$ cat src/rtl/i2c_srx_pkg.sv
package i2c_srx_pkg;

    localparam int ADDR_W = 7;
    localparam int FRAME_W = ADDR_W + 1;
    localparam int CNT_W = $clog2(FRAME_W + 1);

    typedef logic [FRAME_W-1:0] frame_t;
    typedef logic [ADDR_W-1:0] addr_t;

    typedef enum logic [2:0] {
        ST_IDLE,
        ST_ADDR,
        ST_DATA,
        ST_ACK,
        ST_IGNORE
    } srx_state_e;

    typedef struct packed {
        logic start;
        logic stop;
        logic rise;
        logic fall;
    } bus_evt_t;

    function automatic logic addr_hit(input frame_t frame, input addr_t own);
        return (frame[FRAME_W-1:1] == own) && !frame[0];
    endfunction

endpackage

$ cat src/rtl/i2c_srx_sync.sv
module i2c_srx_sync
    import i2c_srx_pkg::*;
#(
    parameter int STAGES = 2
) (
    input  logic     clk,
    input  logic     rst,
    input  logic     scl_in,
    input  logic     sda_in,
    output logic     sda_s,
    output bus_evt_t evt
);

    logic [STAGES-1:0] scl_chain;
    logic [STAGES-1:0] sda_chain;
    logic scl_q, sda_q, scl_c, sda_c;

    for (genvar g = 0; g < STAGES; g++) begin : g_stage
        if (g == 0) begin : g_first
            always_ff @(posedge clk) begin
                if (rst) begin
                    scl_chain[g] <= 1'b1;
                    sda_chain[g] <= 1'b1;
                end else begin
                    scl_chain[g] <= scl_in;
                    sda_chain[g] <= sda_in;
                end
            end
        end else begin : g_next
            always_ff @(posedge clk) begin
                if (rst) begin
                    scl_chain[g] <= 1'b1;
                    sda_chain[g] <= 1'b1;
                end else begin
                    scl_chain[g] <= scl_chain[g-1];
                    sda_chain[g] <= sda_chain[g-1];
                end
            end
        end
    end

    assign scl_c = scl_chain[STAGES-1];
    assign sda_c = sda_chain[STAGES-1];

    always_ff @(posedge clk) begin
        if (rst) begin
            scl_q <= 1'b1;
            sda_q <= 1'b1;
        end else begin
            scl_q <= scl_c;
            sda_q <= sda_c;
        end
    end

    always_comb begin
        evt.start = scl_c && scl_q && sda_q && !sda_c;
        evt.stop  = scl_c && scl_q && !sda_q && sda_c;
        evt.rise  = scl_c && !scl_q;
        evt.fall  = !scl_c && scl_q;
    end

    assign sda_s = sda_c;

    // the bus conditions that end or open a transfer never coincide with an SCL edge
    a_r7_events_exclusive: assert property (@(posedge clk) disable iff (rst)
        $onehot0({evt.start, evt.stop, evt.rise, evt.fall}));

endmodule

$ cat src/rtl/i2c_srx_hold.sv
module i2c_srx_hold
    import i2c_srx_pkg::*;
(
    input  logic   clk,
    input  logic   rst,
    input  logic   load,
    input  frame_t load_byte,
    input  logic   host_rd,
    output frame_t rx_data,
    output logic   rx_full
);

    always_ff @(posedge clk) begin
        if (rst) begin
            rx_data <= '0;
            rx_full <= 1'b0;
        end else if (load) begin
            rx_data <= load_byte;
            rx_full <= 1'b1;
        end else if (host_rd) begin
            rx_full <= 1'b0;
        end
    end

    // a host read with no concurrent load empties the register
    a_r4_read_clears: assert property (@(posedge clk) disable iff (rst)
        (host_rd && !load) |=> !rx_full);

    // a loaded byte is visible and flagged on the next cycle
    a_r4_load_sets: assert property (@(posedge clk) disable iff (rst)
        load |=> (rx_full && rx_data == $past(load_byte)));

    // contents are stable while nothing is loaded
    a_r5_data_held: assert property (@(posedge clk) disable iff (rst)
        !load |=> $stable(rx_data));

endmodule

$ cat src/rtl/i2c_srx_engine.sv
module i2c_srx_engine
    import i2c_srx_pkg::*;
(
    input  logic     clk,
    input  logic     rst,
    input  logic     active,
    input  addr_t    own_addr,
    input  logic     ack_level,
    input  bus_evt_t evt,
    input  logic     sda_s,
    input  logic     rx_full,
    input  logic     host_rd,
    output logic     load,
    output frame_t   load_byte,
    output logic     sda_pull,
    output logic     scl_pull
);

    srx_state_e       state;
    frame_t           shreg;
    logic [CNT_W-1:0] bitcnt;
    logic             ack_lat;
    logic             hit;
    logic             stretch;

    localparam logic [CNT_W-1:0] LAST_BIT = CNT_W'(FRAME_W - 1);
    localparam logic [CNT_W-1:0] FULL_CNT = CNT_W'(FRAME_W);

    always_comb begin
        load = active && !evt.start && !evt.stop && (state == ST_ACK) && evt.rise;
    end

    assign load_byte = shreg;
    assign scl_pull  = stretch;

    always_ff @(posedge clk) begin
        if (rst) begin
            state    <= ST_IDLE;
            shreg    <= '0;
            bitcnt   <= '0;
            ack_lat  <= 1'b0;
            hit      <= 1'b0;
            sda_pull <= 1'b0;
            stretch  <= 1'b0;
        end else if (!active || evt.stop) begin
            state    <= ST_IDLE;
            bitcnt   <= '0;
            sda_pull <= 1'b0;
            stretch  <= 1'b0;
        end else if (evt.start) begin
            state    <= ST_ADDR;
            bitcnt   <= '0;
            hit      <= 1'b0;
            sda_pull <= 1'b0;
            stretch  <= 1'b0;
        end else begin
            unique case (state)
                ST_ADDR, ST_DATA: begin
                    if (evt.rise && bitcnt < FULL_CNT) begin
                        shreg  <= {shreg[FRAME_W-2:0], sda_s};
                        bitcnt <= bitcnt + 1'b1;
                        if (bitcnt == '0) ack_lat <= ack_level;
                        if (state == ST_ADDR && bitcnt == LAST_BIT)
                            hit <= addr_hit({shreg[FRAME_W-2:0], sda_s}, own_addr);
                    end else if (evt.fall && bitcnt == FULL_CNT) begin
                        if (state == ST_ADDR && !hit) begin
                            state <= ST_IGNORE;
                        end else begin
                            state    <= ST_ACK;
                            sda_pull <= !ack_lat;
                            stretch  <= rx_full && !host_rd;
                        end
                    end
                end
                ST_ACK: begin
                    if (host_rd) stretch <= 1'b0;
                    if (evt.fall) begin
                        state    <= ST_DATA;
                        bitcnt   <= '0;
                        sda_pull <= 1'b0;
                        stretch  <= 1'b0;
                    end
                end
                ST_IGNORE: ;
                default: state <= ST_IDLE;
            endcase
        end
    end

    // SDA is only pulled inside the acknowledge slot
    a_r2_pull_in_ack: assert property (@(posedge clk) disable iff (rst)
        sda_pull |-> state == ST_ACK);

    // an ignored transfer leaves both wires alone
    a_r3_ignore_quiet: assert property (@(posedge clk) disable iff (rst)
        (state == ST_IGNORE) |-> (!sda_pull && !scl_pull));

    // SCL is held only while an unread byte occupies the holding register
    a_r5_stretch_needs_full: assert property (@(posedge clk) disable iff (rst)
        scl_pull |-> rx_full);

    // a host read ends the stretch
    a_r5_read_releases: assert property (@(posedge clk) disable iff (rst)
        host_rd |=> !scl_pull);

    // STOP returns to address wait
    a_r7_stop_idle: assert property (@(posedge clk) disable iff (rst)
        evt.stop |=> state == ST_IDLE);

    // an inactive engine pulls nothing
    a_r8_inactive_quiet: assert property (@(posedge clk) disable iff (rst)
        !active |=> (!sda_pull && !scl_pull));

endmodule

$ cat src/rtl/i2c_slave_rx.sv
module i2c_slave_rx
    import i2c_srx_pkg::*;
#(
    parameter int SYNC_STAGES = 2
) (
    input  logic              clk,
    input  logic              rst,
    input  logic              enable,
    input  logic              slave_rx_mode,
    input  logic [ADDR_W-1:0] own_addr,
    input  logic              ack_level,
    input  logic              host_rd,
    output logic [FRAME_W-1:0] rx_data,
    output logic              rx_full,
    input  logic              scl_in,
    input  logic              sda_in,
    output logic              scl_pull,
    output logic              sda_pull
);

    bus_evt_t evt;
    logic     sda_s;
    logic     load;
    frame_t   load_byte;
    logic     active;

    assign active = enable && slave_rx_mode;

    i2c_srx_sync #(.STAGES(SYNC_STAGES)) u_sync (
        .clk    (clk),
        .rst    (rst),
        .scl_in (scl_in),
        .sda_in (sda_in),
        .sda_s  (sda_s),
        .evt    (evt)
    );

    i2c_srx_engine u_engine (
        .clk       (clk),
        .rst       (rst),
        .active    (active),
        .own_addr  (own_addr),
        .ack_level (ack_level),
        .evt       (evt),
        .sda_s     (sda_s),
        .rx_full   (rx_full),
        .host_rd   (host_rd),
        .load      (load),
        .load_byte (load_byte),
        .sda_pull  (sda_pull),
        .scl_pull  (scl_pull)
    );

    i2c_srx_hold u_hold (
        .clk       (clk),
        .rst       (rst),
        .load      (load),
        .load_byte (load_byte),
        .host_rd   (host_rd),
        .rx_data   (rx_data),
        .rx_full   (rx_full)
    );

endmodule

$ cat config.mk
export PLATFORM = sky130hd
export DESIGN_NAME = i2c_slave_rx
export DESIGN_NICKNAME = d
export VERILOG_FILES = /design/src/rtl/i2c_srx_pkg.sv /design/src/rtl/i2c_srx_sync.sv /design/src/rtl/i2c_srx_hold.sv /design/src/rtl/i2c_srx_engine.sv /design/src/rtl/i2c_slave_rx.sv
export SDC_FILE = /design/constraint.sdc
export NUM_CORES = 1
export LEC_CHECK = 0
export ABC_AREA = 0
export BUFFER_PORTS_ARGS = -buffer_cell sky130_fd_sc_hd__buf_4
export CAP_MARGIN = 20
export CORE_ASPECT_RATIO = 0.7
export CORE_MARGIN = 5
export CORE_UTILIZATION = 40
export DETAILED_ROUTE_END_ITERATION = 8
export SYNTH_ARGS = -nofsm -noshare
export SYNTH_HDL_FRONTEND = slang
export SYNTH_HIERARCHICAL = 1
export SYNTH_SLANG_ARGS = --single-unit
$ cat constraint.sdc
create_clock -name clk -period 3.5 [get_ports clk]
set_clock_uncertainty 0.15 [all_clocks]
set_input_delay 1.05 -clock clk [delete_from_list [all_inputs] [get_ports clk]]
set_output_delay 1.05 -clock clk [all_outputs]
set_load 0.005 [all_outputs]
Yosys cells after proc, flatten, opt, wreduce, memory -nomap -nowiden
Index checks and enable logic that the tools add are counted.
{"block": "totals", "inputBits": 15, "output_inout_bits": 11, "register_bits": 34, "wordCells": 109}
{"block": "op_classes", "n_reduce_logical": 46, "n_eq_ne": 17, "n_addsub": 1, "n_lt_le_gt_ge": 1, "bitwise": 3, "muxes": 25}
{"operator": "$logic_and A1 B1 Y1", "count": 18}
{"operator": "$reduce_and A4 Y1", "count": 4}
{"operator": "$mux W1", "count": 15}
{"operator": "$reduce_and A5 Y1", "count": 3}
{"operator": "$mux W3", "count": 4}
{"operator": "$logic_not A1 Y1", "count": 10}
{"operator": "$reduce_bool A2 Y1", "count": 5}
{"operator": "$pmux W3 S3", "count": 1}
{"operator": "$mux W4", "count": 2}
{"operator": "$ne A2 B1 Y1 const B", "count": 4}
{"operator": "$pmux W4 S2", "count": 1}
{"operator": "$eq A7 B7 Y1", "count": 1}
{"operator": "$eq A3 B2 Y1 const B", "count": 2}
{"operator": "$ne A3 B1 Y1 const B", "count": 2}
{"operator": "$ne A3 B2 Y1 const B", "count": 2}
{"operator": "$add A4 B1 Y4 const B", "count": 1}
{"operator": "$eq A4 B3 Y1 const B", "count": 1}
{"operator": "$eq A4 B4 Y1 const B", "count": 1}
{"operator": "$logic_not A4 Y1", "count": 1}
{"operator": "$lt A4 B4 Y1 const B", "count": 1}
{"operator": "$ne A2 B2 Y1 const B", "count": 2}
{"operator": "$pmux W1 S2", "count": 2}
{"operator": "$reduce_or A2 Y1", "count": 2}
{"operator": "$eq A3 B1 Y1 const B", "count": 1}
{"operator": "5 further kinds", "count": 7}

Logic depth before layout (Yosys ltp)
Gate-level depths: netlist (run 1).
{"block": "depth", "depth_word": 9, "ltp_mapped": 7, "depth_no_buf": 6}

By module
The synthesis (run 1) kept the hierarchy.
{"module": "i2c_srx_engine", "area_per_inst_um2": 1024.7, "cells_each": 114, "seq_area_each_um2": 380.4, "n_inst": 1}
{"module": "i2c_srx_hold", "area_per_inst_um2": 321.6, "cells_each": 30, "seq_area_each_um2": 180.2, "n_inst": 1}
{"module": "i2c_srx_sync", "area_per_inst_um2": 190.2, "cells_each": 16, "seq_area_each_um2": 120.1, "n_inst": 1}
{"module": "i2c_slave_rx", "area_per_inst_um2": 6.3, "cells_each": 1, "seq_area_each_um2": 0.0, "n_inst": 1}

Worst setup path before layout (run 1)
Ideal clock, no wire load.
{"block": "synth_timing", "path_kind": "input to register", "from": "input enable", "to": "register u_engine.shreg[1] (netlist: u_engine/load_byte[1])", "path_stages": 5, "setup_slack_ns": 1.085, "t_required_ns": 3.222, "arrival_ns": 2.137, "path_cell_list": "and2_1 -> nor3b_1 -> nand3_1 -> mux2i_1 -> nor2_1"}
{"block": "synth_via", "elab_chain_len": 5}
{"item": "from (decl)", "line": "i2c_slave_rx.sv:8", "text": "input logic enable,"}
{"item": "$logic_and A1 B1 Y1", "line": "i2c_slave_rx.sv:27", "text": "assign active = enable && slave_rx_mode;"}
{"item": "$logic_not A1 Y1", "line": "i2c_srx_engine.sv:45", "text": "end else if (!active || evt.stop) begin"}
{"item": "$logic_or A1 B1 Y1", "line": "i2c_srx_engine.sv:45"}
{"item": "$not A1 Y1 (no source line)"}
{"item": "$reduce_and A4 Y1 (no source line)"}
{"item": "to (signal assigned)", "line": "i2c_srx_engine.sv:60", "text": "shreg <= {shreg[FRAME_W-2:0], sda_s};"}
{"item": "to (decl)", "line": "i2c_srx_engine.sv:20", "text": "frame_t shreg;"}
Every way passes these cells.
A chain may end at the register's enable or synchronous reset.

Worst setup path in the final report (run 1)
{"block": "layout_timing", "from": "input enable", "to": "register u_engine.shreg[5] (netlist: u_engine/load_byte[5])"}
{"block": "layout_via", "elab_chain_len": 5}
{"item": "$logic_and A1 B1 Y1", "line": "i2c_slave_rx.sv:27"}
{"item": "net active", "line": "i2c_slave_rx.sv:25", "text": "logic active;"}
{"item": "$logic_not A1 Y1", "line": "i2c_srx_engine.sv:45"}
{"item": "$logic_or A1 B1 Y1", "line": "i2c_srx_engine.sv:45"}
{"item": "$not A1 Y1 (no source line)"}
{"item": "$reduce_and A4 Y1 (no source line)"}
The timed path passes the listed nets, and every way through them passes these cells.

==> flow_summary.json, run 1 <==
{
  "status": "finished clean",
  "cts-root-buf": "clkbuf_8",
  "crit_type": "input port to register",
  "wl_per_cell_um": 13.79,
  "slew_headroom_pct": 55.22,
  "rrSetupSlack_ns": 1.26,
  "layout.nets": 205,
  "power_leakage_nw": 0.7400,
  "rr_endpoint": "u_engine/load_byte[5]$_SDFFE_PP0P_",
  "drc_errors": 0,
  "crit_chain": "buf_4 -> and2_1 -> nor3b_1 -> nand3_1 -> mux2i_1 -> nor2_1",
  "antenna_found_initial": 0,
  "endpoint_kind": "register",
  "fin_crit_ns": 2.533,
  "die_w_um": 84.23,
  "final_cell_mix": "dfxtp_1 (34), buf_4 (26), nor2_1 (21)",
  "area_growth_pct": 19.55,
  "cts_resized": 0,
  "grt-ovfl-total": 0,
  "hp-class": "register to register",
  "r2r_cells": 5,
  "cp_slowest_cell": "nand3_1",
  "cts_max_path_buffers": 2,
  "whs_endpoint": "u_sync/sda_s$_SDFF_PP1_",
  "dr_wl_met2_mm": 1.489,
  "rows": 18,
  "viasPerCell": 5.088,
  "whs_ns": 0.2558,
  "power.density_mw_per_mm2": 375.1,
  "critPathTopFamily": "simple AND/OR/NAND/NOR gates",
  "yosys_warnings": 6,
  "worst-path-max-fanout": 8,
  "fmax_mhz": 394.8,
  "min_path_cells": 1,
  "hpwl_mm": 2.422,
  "total_power_mw": 0.6919,
  "dpl_cell_area_mm2": 0.001764,
  "cts_setup_buffers": 0,
  "die_h_um": 61.96,
  "avgSynthCellArea_um2": 9.582,
  "boundaryPins": 26,
  "cts_sinks": 34,
  "dpl_worst_slack_ns": 0.6796,
  "report.final.slew_viol_count": 0,
  "slowest_delay_ns": 0.49,
  "drive_gt1_share_pct": 20.21,
  "grt_pass1_wl_mm": 5.230,
  "drt-pass1-iter-count": 4,
  "synth_nets": 178,
  "placedCellCount": 231,
  "ant_nets": 0,
  "die_area_mm2": 0.005219,
  "finalSetupTns_ns": 0,
  "power.switching_mw": 0.1490,
  "synth_top_family_by_area": "simple AND/OR/NAND/NOR gates",
  "final_util_pct": 50.86,
  "synthArstFlopShare_pct": 0,
  "mostFrequentLayoutCell": "dfxtp_1",
  "syn_area_mm2": 0.001543,
  "synth_simple_gate_area_share_pct": 25.63,
  "grt_pass1_vias": 1177,
  "gp_congestion": 0.8407,
  "nFillCells": 365,
  "synth_edf_count": 0,
  "yosys-mux-area-fraction_pct": 11.68,
  "swShare_pct": 21.54,
  "cts_hold_buf": 0,
  "synth_compound_area_share_pct": 8.110,
  "power_frac_comb_pct": 4.6,
  "cts_tree": "done",
  "synth-xor-area-share_pct": 5.028,
  "clock_latency_ns": 0.28,
  "worst_pin_slew_ns": 0.6677,
  "startpoint_type": "input port",
  "timing.final.ws_setup_ns": 0.9674,
  "synth_fa_ha_area_share_pct": 1.622,
  "peakVddDrop_uv": 249.3,
  "dr_wl_met3_um": 173,
  "port_buffers": 25,
  "clk_pin_slew_ns": 0.07,
  "synthFlopType": "dfxtp_1",
  "r2r-start": "u_sync/sda_s$_SDFF_PP1_",
  "ys_types": 39,
  "grt_max_degree": 28,
  "wl_mm": 3.282,
  "highest_layer": "met4",
  "setup_viol": 0,
  "track_usage_pct": 13.29,
  "netlist_instances": 161,
  "cap_viol_max_count": 0,
  "required_ns": 3.52,
  "core_mm2": 0.003626,
  "fin_crit_sh_pct": 72.36,
  "diodes": 0,
  "h-tree-depth": 2,
  "hp-start": "u_sync/sda_chain[0]$_SDFF_PP1_",
  "crit_arrival_ns": 2.55,
  "num_vias": 1211,
  "seqPwrFrac_pct": 56.6,
  "synth-seq-area-share_pct": 44.12,
  "p_clk_share_pct": 38.8,
  "critPathBufInv": 1,
  "initial_core_util_pct": 42.55,
  "instances_no_fill": 238,
  "wirelength_met1_mm": 1.563,
  "cts_inserted_buffers": 5,
  "ys_ff_latch": 34,
  "intPower_mw": 0.5428,
  "fin_area_mm2": 0.001844,
  "drt-initial-drc-count": 83,
  "rsz0062_at_grt": "false",
  "hold_viol": 0
}
==> state kept, by name, indices dropped and copies added (netlist names) <==
name / cells
u_hold/rx_data: 8
u_sync/scl_chain: 1
u_engine/bitcnt: 4
u_engine/ack_lat: 1
u_sync/scl_c: 1
u_sync/sda_chain: 1
u_engine/load_byte: 8
u_engine/state: 3
u_engine/scl_pull: 1
u_engine/sda_pull: 1
u_sync/sda_s: 1
u_hold/rx_full: 1
u_engine/hit: 1
u_sync/sda_q: 1
u_sync/scl_q: 1
==> how the worst max path moves through the flow <==
| stage | startpoint | end | slack [ns] | depth (start not counted) |
|---|---|---|---|---|
| after floorplan | enable | u_engine/load_byte[1]$_SDFFE_PP0P_ | 1.09 | 5 |
| after global routing | enable | u_engine/load_byte[5]$_SDFFE_PP0P_ | 0.84 | 6 |
| after detailed placement | enable | u_engine/load_byte[5]$_SDFFE_PP0P_ | 0.68 | 6 |
| final | enable | u_engine/load_byte[5]$_SDFFE_PP0P_ | 0.97 | 6 |
| after global placement | enable | u_engine/load_byte[3]$_SDFFE_PP0P_ | 0.82 | 6 |
| after CTS | enable | u_engine/load_byte[5]$_SDFFE_PP0P_ | 0.98 | 6 |
==> power by group through the flow <==
stage	sequential [mW]	clock, mW	combinational, mW
after floorplan	0.399	0	0.0160
after global placement	0.400	0	0.0318
after detailed placement	0.400	0	0.0324
after CTS	0.392	0.276	0.0326
after global routing	0.392	0.295	0.0352
final	0.392	0.268	0.0321
==> worst reg2reg max path, cell delays in order (launching register included) <==
cell and delay, ns:
dfxtp_1 0.39, and4b_1 0.27, nor3b_1 0.45, nand3_1 0.49, mux2i_1 0.31, nor2_1 0.06
==> cells in the mapped netlist (2+ instances only) <==
master / count / area (um2)
and4b_1: 5 / 50.05
and2_1: 3 / 18.77
nand2_1: 6 / 22.52
xor2_1: 3 / 26.28
inv_1: 6 / 22.52
nand2b_1: 4 / 25.02
dfxtp_1: 34 / 680.7
or2_1: 6 / 37.54
a31oi_1: 2 / 12.51
nor2b_1: 5 / 31.28
clkbuf_1: 2 / 7.510
nand4_1: 2 / 12.51
ha_1: 2 / 25.02
nand3_1: 4 / 20.02
a211oi_1: 2 / 15.01
nor2_1: 21 / 78.83
mux2i_1: 18 / 180.2
a21oi_1: 6 / 30.03
o21ai_0: 2 / 10.01
nor3_1: 5 / 25.02
or3b_2: 2 / 17.52
xnor2_1: 4 / 35.03
==> routing by layer <==
| layer | vias up | global-route usage (%) |
|---|---|---|
| li1 | 608 | - |
| met1 | 573 | 16.21 |
| met2 | 23 | 21.69 |
| met3 | 7 | 4.216 |
| met4 | 0 | 6.881 |
| met5 | - | 0 |
==> layout make-up <==
| class | instances | area [um2] | share of cell area [%] |
|---|---|---|---|
| clock buffers | 6 | 72.57 | 3.935 |
| clock inverters | 1 | 7.507 | 0.4071 |
| inverters | 6 | 22.52 | 1.221 |
| multi-input cells | 115 | 803.3 | 43.55 |
| flip-flops and latches | 34 | 680.7 | 36.91 |
| well taps | 50 | 62.56 | 3.392 |
| repair buffers | 26 | 195.2 | 10.58 |
==> logic make-up after synthesis <==
kind of cell    count (synthesis)
xor+xnor                        8
simple gates                   69
mux                            18
compound gates                 18
buf+inv                        12
fa+ha+maj                       2
flops                          34
Power figures use the tool's default switching activity.
==> run 2, diff against run 1 <==
clock period = 2.46 ns   (was 3.5 ns; I/O delays follow)
==> flow_summary.json, run 2 (same netlist as run 1, synthesis figures left out) <==
{
  "wl_per_cell_um": 13.30,
  "track_usage_pct": 13.76,
  "drive_gt1_share_pct": 21.88,
  "grt_pass1_vias": 1137,
  "port_buffers": 25,
  "initial_core_util_pct": 42.55,
  "core_mm2": 0.003626,
  "drt-pass1-iter-count": 4,
  "cts_tree": "done",
  "drc_errors": 0,
  "ant_nets": 0,
  "worst-path-max-fanout": 7,
  "cts-root-buf": "clkbuf_8",
  "r2r_cells": 5,
  "area_growth_pct": 21.74,
  "h-tree-depth": 2,
  "startpoint_type": "register",
  "setup_viol": 0,
  "cts_sinks": 34,
  "viasPerCell": 4.930,
  "die_h_um": 61.96,
  "cap_viol_max_count": 0,
  "drt-initial-drc-count": 104,
  "gp_congestion": 0.8733,
  "mostFrequentLayoutCell": "dfxtp_1",
  "cts_setup_buffers": 0,
  "cts_inserted_buffers": 5,
  "required_ns": 2.50,
  "rsz0062_at_grt": "false",
  "boundaryPins": 26,
  "diodes": 0,
  "power.density_mw_per_mm2": 545.2,
  "hpwl_mm": 2.354,
  "layout.nets": 208,
  "min_path_cells": 1,
  "grt_pass1_wl_mm": 5.409,
  "die_area_mm2": 0.005219,
  "final_util_pct": 51.79,
  "slew_headroom_pct": 57.49,
  "fin_crit_ns": 2.043,
  "wl_mm": 3.218,
  "clk_pin_slew_ns": 0.07,
  "rows": 18,
  "worst_pin_slew_ns": 0.6338,
  "num_vias": 1193,
  "antenna_found_initial": 0,
  "clock_latency_ns": 0.28,
  "fmax_mhz": 489.6,
  "hold_viol": 0,
  "peakVddDrop_uv": 408.9,
  "finalSetupTns_ns": 0,
  "die_w_um": 84.23,
  "crit_type": "register to register",
  "grt_max_degree": 28,
  "hp-class": "register to register",
  "cts_resized": 0,
  "final_cell_mix": "dfxtp_1 (34), buf_4 (29), nor2_1 (21)",
  "report.final.slew_viol_count": 0,
  "endpoint_kind": "register",
  "power_leakage_nw": 0.7656,
  "cts_hold_buf": 0,
  "grt-ovfl-total": 0,
  "status": "finished clean",
  "fin_crit_sh_pct": 83.03,
  "crit_arrival_ns": 2.08,
  "cts_max_path_buffers": 2
}
[run 2: final timing paths]
check | slack [ns] | start | to
max | 0.42 | u_sync/scl_c$_SDFF_PP1_ | u_engine/hit$_SDFFE_PP0P_
min reg2reg | 0.26 | u_sync/scl_chain[0]$_SDFF_PP1_ | u_sync/scl_c$_SDFF_PP1_
min | 0.26 | u_sync/scl_chain[0]$_SDFF_PP1_ | u_sync/scl_c$_SDFF_PP1_
max reg2reg | 0.42 | u_sync/scl_c$_SDFF_PP1_ | u_engine/hit$_SDFFE_PP0P_
[run 2: worst max-delay path, cell delays in order, from the launching register on]
cell,delay (ns)
dfxtp_1,0.38
nor2b_1,0.23
nor3b_4,0.35
a21oi_2,0.09
or4_1,0.53
o41ai_2,0.21
[run 2: where the power goes]
group          switching, mW  total (mW)  internal (mW)
Combinational         0.0216      0.0476         0.0260
Sequential           0.00273       0.557          0.554
Clock                  0.194       0.419          0.226
[run 2: layout make-up]
cell class | count | area, um2
fill | 332 | 1748
multi-input combinational | 115 | 803.3
sequential | 34 | 680.7
timing repair buffer | 29 | 217.7
clock buffer | 7 | 86.33
tap | 50 | 62.56
inverter | 6 | 22.52
clock inverter | 1 | 5.005
[run 2: layer usage]
metal / track usage [%] / vias up / routed length [um]
met5: 0 / - / 0
met4: 8.257 / 0 / 47
met3: 5.007 / 4 / 226
met2: 19.55 / 36 / 1319
met1: 18.09 / 531 / 1625
li1: - / 622 / -
[run 2: metrics by stage]
step / hold WS [ns] / std cells / area (um2) / worst slack (ns) / power (mW)
2_1_floorplan: 0.2332 / 161 / 1543 / 0.3570 / 0.5911
3_3_place_gp: 0.2404 / 234 / 1787 / 0.3304 / 0.6167
3_5_place_dp: 0.2394 / 234 / 1787 / 0.2942 / 0.6174
4_1_cts: 0.2586 / 242 / 1878 / 0.4179 / 1.033
5_1_grt: 0.3000 / 242 / 1878 / 0.3071 / 1.059
6_report: 0.2582 / 242 / 1878 / 0.4175 / 1.024
